--- config.mk ---
export PLATFORM = sky130hd
export DESIGN_NAME = flash_sr2
export DESIGN_NICKNAME = d
export VERILOG_FILES = /design/src/rtl/flash_sr2_pkg.sv /design/src/rtl/flash_sr2_suspend_fsm.sv /design/src/rtl/flash_sr2_otp_locks.sv /design/src/rtl/flash_sr2_cfg_bits.sv /design/src/rtl/flash_sr2_area_gate.sv /design/src/rtl/flash_sr2.sv
export SDC_FILE = /design/constraint.sdc
export NUM_CORES = 1
export LEC_CHECK = 0
export ABC_CLOCK_PERIOD_IN_PS = 910
export BUFFER_PORTS_ARGS = -buffer_cell sky130_fd_sc_hd__buf_2
export CORE_AREA = 3 3 40 42
export CTS_CLUSTER_SIZE = 30
export DETAILED_ROUTE_END_ITERATION = 12
export DIE_AREA = 0 0 43 45
export PLACE_DENSITY_LB_ADDON = 0.25
export SLEW_MARGIN = 20
export SYNTH_ARGS = -nofsm -noshare
export SYNTH_HDL_FRONTEND = slang
export SYNTH_HIERARCHICAL = 1
export SYNTH_SLANG_ARGS = --single-unit
--- constraint.sdc ---
create_clock -name clk -period 0.91 [get_ports clk]
set_input_delay 0.182 -clock clk [delete_from_list [all_inputs] [get_ports clk]]
set_output_delay 0.182 -clock clk [all_outputs]
set_load 0.005 [all_outputs]
--- src/rtl/flash_sr2_pkg.sv ---
package flash_sr2_pkg;

    localparam int SR_W       = 8;
    localparam int LOCK_N     = 3;
    localparam int IDX_W      = 2;

    localparam int POS_SRL    = 0;
    localparam int POS_QE     = 1;
    localparam int POS_RSV    = 2;
    localparam int POS_LK_LO  = 3;
    localparam int POS_LK_HI  = POS_LK_LO + LOCK_N - 1;
    localparam int POS_CMP    = 6;
    localparam int POS_SUS    = 7;

    typedef enum logic {
        SUS_RUNNING = 1'b0,
        SUS_HALTED  = 1'b1
    } sus_state_e;

    typedef enum logic {
        LK_OPEN   = 1'b0,
        LK_SEALED = 1'b1
    } lock_state_e;

endpackage

--- src/rtl/flash_sr2_suspend_fsm.sv ---
module flash_sr2_suspend_fsm
    import flash_sr2_pkg::*;
(
    input  logic clk,
    input  logic por_n,
    input  logic suspend_stb,
    input  logic resume_stb,
    output logic sus_flag
);

    sus_state_e state_q;
    sus_state_e state_d;

    // Next-state logic: resume has priority over suspend.
    always_comb begin
        state_d = state_q;
        unique case (state_q)
            SUS_RUNNING: if (suspend_stb && !resume_stb) state_d = SUS_HALTED;
            SUS_HALTED:  if (resume_stb)                 state_d = SUS_RUNNING;
            default:                                     state_d = SUS_RUNNING;
        endcase
    end

    always_ff @(posedge clk or negedge por_n) begin
        if (!por_n) state_q <= SUS_RUNNING;
        else        state_q <= state_d;
    end

    always_comb begin
        unique case (state_q)
            SUS_HALTED: sus_flag = 1'b1;
            default:    sus_flag = 1'b0;
        endcase
    end

endmodule

--- src/rtl/flash_sr2_otp_locks.sv ---
module flash_sr2_otp_locks
    import flash_sr2_pkg::*;
#(
    parameter int N = LOCK_N
) (
    input  logic         clk,
    input  logic         wr_stb,
    input  logic [N-1:0] wr_bits,
    output logic [N-1:0] locked
);

    // Non-volatile model: no reset input, starts erased (open).
    for (genvar g = 0; g < N; g++) begin : g_lock
        lock_state_e st_q = LK_OPEN;
        lock_state_e st_d;

        always_comb begin
            st_d = st_q;
            unique case (st_q)
                LK_OPEN:   if (wr_stb && wr_bits[g]) st_d = LK_SEALED;
                LK_SEALED:                           st_d = LK_SEALED;
                default:                             st_d = LK_SEALED;
            endcase
        end

        always_ff @(posedge clk) begin
            st_q <= st_d;
        end

        always_comb begin
            unique case (st_q)
                LK_SEALED: locked[g] = 1'b1;
                default:   locked[g] = 1'b0;
            endcase
        end
    end

endmodule

--- src/rtl/flash_sr2_cfg_bits.sv ---
module flash_sr2_cfg_bits
    import flash_sr2_pkg::*;
(
    input  logic clk,
    input  logic por_n,
    input  logic wr_stb,
    input  logic cmp_in,
    input  logic srl_in,
    output logic cmp_q,
    output logic srl_q
);

    always_ff @(posedge clk or negedge por_n) begin
        if (!por_n) begin
            cmp_q <= 1'b0;
            srl_q <= 1'b0;
        end else if (wr_stb) begin
            cmp_q <= cmp_in;
            srl_q <= srl_in;
        end
    end

endmodule

--- src/rtl/flash_sr2_area_gate.sv ---
module flash_sr2_area_gate
    import flash_sr2_pkg::*;
#(
    parameter int N = LOCK_N,
    parameter int W = IDX_W
) (
    input  logic [W-1:0] idx,
    input  logic [N-1:0] locked,
    output logic         wr_ok
);

    // Index 0 is invalid; index k maps to lock k-1.
    always_comb begin
        wr_ok = 1'b0;
        for (int k = 1; k <= N; k++) begin
            if (idx == W'(k)) wr_ok = !locked[k-1];
        end
    end

endmodule

--- src/rtl/flash_sr2.sv ---
module flash_sr2
    import flash_sr2_pkg::*;
(
    input  logic             clk,
    input  logic             por_n,
    input  logic             suspend_stb,
    input  logic             resume_stb,
    input  logic             wrsr_stb,
    input  logic [SR_W-1:0]  wrsr_data,
    input  logic [IDX_W-1:0] area_idx,
    output logic [SR_W-1:0]  status_byte,
    output logic             area_wr_ok
);

    logic              sus_flag;
    logic              cmp_q;
    logic              srl_q;
    logic [LOCK_N-1:0] locked;

    flash_sr2_suspend_fsm u_sus (
        .clk         (clk),
        .por_n       (por_n),
        .suspend_stb (suspend_stb),
        .resume_stb  (resume_stb),
        .sus_flag    (sus_flag)
    );

    flash_sr2_otp_locks #(.N(LOCK_N)) u_locks (
        .clk     (clk),
        .wr_stb  (wrsr_stb),
        .wr_bits (wrsr_data[POS_LK_HI:POS_LK_LO]),
        .locked  (locked)
    );

    flash_sr2_cfg_bits u_cfg (
        .clk    (clk),
        .por_n  (por_n),
        .wr_stb (wrsr_stb),
        .cmp_in (wrsr_data[POS_CMP]),
        .srl_in (wrsr_data[POS_SRL]),
        .cmp_q  (cmp_q),
        .srl_q  (srl_q)
    );

    flash_sr2_area_gate #(.N(LOCK_N), .W(IDX_W)) u_gate (
        .idx    (area_idx),
        .locked (locked),
        .wr_ok  (area_wr_ok)
    );

    always_comb begin
        status_byte                    = '0;
        status_byte[POS_SUS]           = sus_flag;
        status_byte[POS_CMP]           = cmp_q;
        status_byte[POS_LK_HI:POS_LK_LO] = locked;
        status_byte[POS_RSV]           = 1'b0;
        status_byte[POS_QE]            = 1'b1;
        status_byte[POS_SRL]           = srl_q;
    end

endmodule

==> results.yml, run 1 <==
power_and_ir_drop:
  p_switching_uw: 141
  pwr-share-comb_pct: 11.2
  leakage_uw: 0.000222
  peakVddDrop_mv: 0.674
  p_int_uw: 488
  power_uw: 629
  p_seq_share_pct: 44.9
  clkPwrFrac_pct: 43.9
  swShare_pct: 22.4
  power_density_nw_per_um2: 1490
cts:
  clkTransAtPathRegs_ps: 50
  cts.sinks: 6
  cts_buffers: 3
  clk_latency_ps: 250
  root_buffer: "clkbuf_4"
  cts_tree: "built"
  clock_tree.buffer_depth: 2
  htreeDepth: 1
min_path:
  hp-start: "wrsr_data[3]"
  holdPathStages: 2
  holdPathEnd: "u_locks/g_lock[0].st_q"
  min_path_type: "in2reg"
flow_run:
  drv_cap: 0
global_routing:
  antenna_found_initial: 0
  grt_pass1_vias: 237
  grt_usage_pct: 7.86
  overflow: 0
  grt_pass1_wl_um: 1000
  grt_start_max_net_pins: 6
sta:
  fin_ws_ps: -211
  grt_setup_unrepaired: "yes"
  fmax_ghz: 0.892
  setup_violations: 6
  hold_viol: 0
  timing.hold.ws_ps: 121
  period_minus_slack_ps: 1120
  clock_skew_ps: 0
  fin_crit_sh_pct: 123
  final_max_slew_viol_count: 0
yosys:
  syn_area_sq_um: 288
  synth_cells: 25
  synth_top_family_by_area: "buffers and inverters"
  synth.area.mux_share_pct: 11.3
  syn_area_per_cell_sq_um: 11.5
  synth-simple-area-share_pct: 4.35
  synthDistinctLibCells: 9
  synthXorXnorAreaFrac_pct: 0
  yosysWarnings: 6
  synth_fa_ha_area_share_pct: 0
  synth_compound_area_share_pct: 13.9
  synth_nets: 40
  synth.ff_latch_count: 6
  seq_area_frac_synth_pct: 47.0
worst_setup_path:
  crit_fanout: 2
  r2r_end: "u_cfg/srl_q"
  path_cells: "nor3b_2, a21o_1, buf_2"
  worstSetupStartpointType: "flip-flop"
  timing.rr.start: "u_cfg/srl_q"
  criticalPathCategory: "reg2out"
  slowest_stage: "dfxtp_2"
  critPathMaxStageDelay_ps: 320
  crit_arrival_ps: 940
  r2r_setup_slack_ps: 50
  crit_required_ps: 730
  cp-end-kind: "output pin"
  reg2regPathDepth: 2
floorplanning:
  ioPinCount: 24
  fp.dieH_um: 45
  die_w_um: 43
  dieArea_sq_um: 1940
  core_sq_um: 1280
  num_rows: 13
  start_util_pct: 22.4
place:
  dpl_cell_area_sq_um: 337
  place_congestion: 0.649
  port_buffers: 18
detailed_routing:
  num_vias: 235
  wirelength_um: 670
  drtPass1Iterations: 1
  drtIter0Drc: 0
  drc: 0
  routed_via_density: 3.98
  wire_per_inst_um: 11.4
  postRouteAntennaNets: 0
finish:
  stdcell_area_sq_um: 423
  multi_input_area_sq_um: 92.6
  n_antenna_cell: 0
  syn2layout_area_growth_pct: 47.0
  drive_above_1_share_pct: 70.5
  nets: 60
  regArea_sq_um: 139
  n_fill_cell: 133
run_status:
  status: "finished, violations left"
  violations: "setup timing"
## per-layer routing
metal  routed length, um  GRT usage [%]  vias to the layer above
met4                  17           7.23                        0
met2                 354           12.9                       17
met5                   0              0                        -
met3                  89           3.98                        2
li1                    -              -                      110
met1                 210           7.07                      106
## logic make-up (layout without fill, tap and decap cells)
kind of cell,Yosys count,in the layout
buffers and inverters,8,27
flip-flops,6,6
AO/OA/AOI/OAI,5,5
multiplexers,3,3
other,2,2
AND/OR/NAND/NOR,1,1
## per-stage QoR
step                      util, %  setup TNS [ps]  std cells  worst slack [ps]
after global routing         32.9            -611         59              -273
after CTS                    32.3            -455         58              -213
after global placement       26.2               0         50              36.8
after detailed placement     26.2               0         50              9.48
after floorplan                 -               0         25              67.0
final                        32.9            -380         59              -211
## cell usage after synthesis, drive strengths merged
cell	n	area, sq um
a21o	4	30.0
buf	8	60.1
conb	2	7.51
dfrtp	3	75.1
dfxtp	3	60.1
mux2	2	22.5
mux2i	1	10.0
nor3b	1	12.5
o21ba	1	10.0
## power by group through the flow
stage          Combinational [uW]  Clock [uW]  Sequential (uW)
6_report                     70.5         276              282
5_1_grt                      77.6         314              283
4_1_cts                      71.7         296              282
3_5_place_dp                 60.9           0              287
3_3_place_gp                 58.5           0              287
2_1_floorplan                40.7           0              286
## flip-flops by register name, indices dropped and copies added, names as in the netlist
name,count
u_sus/state_q,1
u_cfg/cmp_q,1
u_cfg/srl_q,1
u_locks/g_lock.st_q,3
## repair_timing
action | in CTS | in global routing
cloned | 0 | 0
setup buffers | 3 | 2
gates resized for setup | 6 | 1
hold buffers | 1 | 0
hold endpoints to repair | 3 | 0
setup endpoints to repair | 6 | 6
pin swaps | 1 | 0
## cell usage in the layout (no fill, tap or decap), types with 2 or more instances in the layout
master,count
clkbuf_4,3
buf_4,3
buf_2,16
dfrtp_1,3
dfxtp_2,3
conb_1,2
buf_6,3
a21o_1,4
mux2_2,2
## cell type report
type                    instances  area share, %
repair buffers                 23           34.6
clock buffers                   4           6.21
flip-flops and latches          6           32.8
multi-input cells              11           21.9
well taps                      15           4.44
## worst max-delay path: cells and delay by family (launching register included)
family / cells / cell delay, ps
compound gates: 1 / 100
buf+inv: 1 / 100
flops: 1 / 320
simple gates: 1 / 160
## worst max-delay path by stage
stage | from | slack, ps | cells after the start | end
2_1_floorplan | u_locks/g_lock[2].st_q | 70 | 3 | area_wr_ok
3_3_place_gp | area_idx[0] | 40 | 4 | area_wr_ok
3_5_place_dp | u_locks/g_lock[1].st_q | 9 | 3 | area_wr_ok
4_1_cts | u_locks/g_lock[0].st_q | -210 | 3 | area_wr_ok
5_1_grt | u_locks/g_lock[0].st_q | -270 | 3 | area_wr_ok
6_report | u_locks/g_lock[0].st_q | -210 | 3 | area_wr_ok
No activity file was read; power rests on OpenSTA's default activity.
==> run 2: changes to the inputs <==
--- a/config.mk
+++ b/config.mk
@@ -8,6 +8,7 @@
 export ABC_CLOCK_PERIOD_IN_PS = 910
 export BUFFER_PORTS_ARGS = -buffer_cell sky130_fd_sc_hd__buf_2
 export CORE_AREA = 3 3 40 42
+export CTS_BUF_LIST = sky130_fd_sc_hd__clkbuf_16
 export CTS_CLUSTER_SIZE = 30
 export DETAILED_ROUTE_END_ITERATION = 12
 export DIE_AREA = 0 0 43 45
==> run 2 against run 1 <==
Net effect:
- critical endpoint unchanged
- clock power rose to 2.6 times the previous value
- setup slack improved by 21 ps
- the flow still finishes with violations (setup timing)
- design area rose by 9.2%
- critical path type unchanged
- die area did not move
- combinational power barely moved
- clock skew stayed put
- sequential share of layout area decreased by 2.8 points
==> results.yml, run 2 (synthesis results as in run 1) <==
finish:
  regArea_sq_um: 139
  n_fill_cell: 130
  nets: 59
  stdcell_area_sq_um: 462
  final_cell_mix: "buf_2, a21o_1, clkbuf_16, dfrtp_1, dfxtp_2"
  regMostFlops: "u_locks/g_lock.st_q"
  n_antenna_cell: 0
  syn2layout_area_growth_pct: 60.4
  drive_above_1_share_pct: 69.8
  multi_input_area_sq_um: 92.6
  largest_register_ffs: 3
  final_common_cell: "buf_2"
run_status:
  status: "finished, violations left"
  violations: "setup timing"
detailed_routing:
  wire_per_inst_um: 10.8
  wirelength_um: 629
  drc: 0
  drtIter0Drc: 0
  routed_via_density: 3.90
  postRouteAntennaNets: 0
  drtPass1Iterations: 1
  num_vias: 226
floorplanning:
  fp.dieH_um: 45
  start_util_pct: 22.4
  num_rows: 13
  core_sq_um: 1280
  ioPinCount: 24
  dieArea_sq_um: 1940
  die_w_um: 43
power_and_ir_drop:
  power_density_nw_per_um2: 2310
  peakVddDrop_mv: 1.02
  leakage_uw: 0.000241
global_routing:
  overflow: 0
  grt_pass1_wl_um: 993
  grt_usage_pct: 7.69
  grt_start_max_net_pins: 6
  antenna_found_initial: 0
  grt_pass1_vias: 227
sta:
  grt_setup_unrepaired: "yes"
  final_max_slew_viol_count: 0
  clock_skew_ps: 0
  finalSetupTns_ps: -210
  setup_violations: 2
  fmax_ghz: 0.909
  fin_ws_ps: -190
  period_minus_slack_ps: 1100
  fin_crit_sh_pct: 121
  hold_viol: 0
place:
  place_congestion: 0.649
  port_buffers: 18
  dpl_cell_area_sq_um: 337
worst_setup_path:
  slowest_stage: "dfxtp_2"
  crit_required_ps: 730
  criticalPathCategory: "reg2out"
  crit_arrival_ps: 920
  crit_fanout: 3
  cp_num_cells: 3
  path_cells: "nor3b_2, a21o_1, buf_2"
  reg2regPathDepth: 2
  r2r_end: "u_cfg/srl_q"
  timing.critical_path.buf_inv: 1
  timing.rr.start: "u_cfg/srl_q"
  critPathTopFamily: "flip-flops"
  startpoint: "u_locks/g_lock[0].st_q"
  worstSetupStartpointType: "flip-flop"
  critPathMaxStageDelay_ps: 320
  r2r_setup_slack_ps: 60
  cp-end-kind: "output pin"
  crit_end: "area_wr_ok"
cts:
  cts_buffers: 3
  htreeDepth: 1
  cts.sinks: 6
  root_buffer: "clkbuf_16"
  clkTransAtPathRegs_ps: 40
  clk_latency_ps: 230
  clock_tree.buffer_depth: 2
  cts_tree: "built"
min_path:
  min_path_type: "in2reg"
flow_run:
  drv_cap: 0
## run 2: changes by cell type in the layout (fill, tap and decap cells not counted)
| cell | previous run | this run |
|---|---|---|
| buf_2 | 16 | 17 |
| buf_4 | 3 | 2 |
| buf_6 | 3 | 2 |
| clkbuf_1 | 1 | 0 |
| clkbuf_16 | 0 | 3 |
| clkbuf_4 | 3 | 0 |
| inv_1 | 0 | 1 |
## run 2: cell type report
type | count | share of cell area (%)
tap | 15 | 4.07
multi-input combinational | 11 | 20.1
timing repair buffer | 22 | 28.7
clock buffer | 3 | 16.3
clock inverter | 1 | 0.813
sequential | 6 | 30.1
## run 2: worst reg2reg max path: cells and delay by family (launching register included)
| family | cells | cell delay, ps |
|---|---|---|
| flops | 1 | 360 |
| mux | 1 | 250 |
| buf+inv | 1 | 130 |
## run 2: report_power, final
group / leakage [uW] / internal (uW) / switching [uW]
clock: 0.0000423 / 569 / 144
combinational: 0.000140 / 44.3 / 26.2
sequential: 0.0000586 / 278 / 4.86
## run 2: routing by layer
metal	share of wire (%)	global-route usage [%]	vias to the layer above	routed length, um
li1	-	-	108	-
met1	36	7.30	103	226
met2	51	12.9	15	323
met3	13	5.18	0	80
met4	0	3.61	0	0
met5	0	0	-	0
## run 2: timing repair
| action | 4_1_cts | 5_1_grt |
|---|---|---|
| gates resized for setup | 4 | 1 |
| endpoints found under the hold margin | 3 | 0 |
| hold buffers | 1 | 0 |
| endpoints found under the setup margin | 2 | 5 |
| buffers inserted | 1 | 2 |
## run 2: through the flow
step           worst slack, ps  utilization [%]  hold slack, ps  cells  power [uW]
3_5_place_dp              9.48             26.2           -16.0     50         348
6_report                  -190             35.9             148     58        1070
5_1_grt                   -235             35.9             163     58        1120
4_1_cts                   -182             34.5             149     56        1080
2_1_floorplan             67.0                -            -114     25         327
3_3_place_gp              36.8             26.2           -21.8     50         345
## run 2: worst min-delay path by stage
stage / start / to / slack [ps] / depth (start not counted)
2_1_floorplan: por_n / u_cfg/cmp_q / -110 / 0
3_3_place_gp: por_n / u_sus/state_q / -20 / 1
3_5_place_dp: por_n / u_sus/state_q / -20 / 1
4_1_cts: wrsr_data[3] / u_locks/g_lock[0].st_q / 150 / 2
5_1_grt: wrsr_data[3] / u_locks/g_lock[0].st_q / 160 / 2
6_report: wrsr_data[3] / u_locks/g_lock[0].st_q / 150 / 2
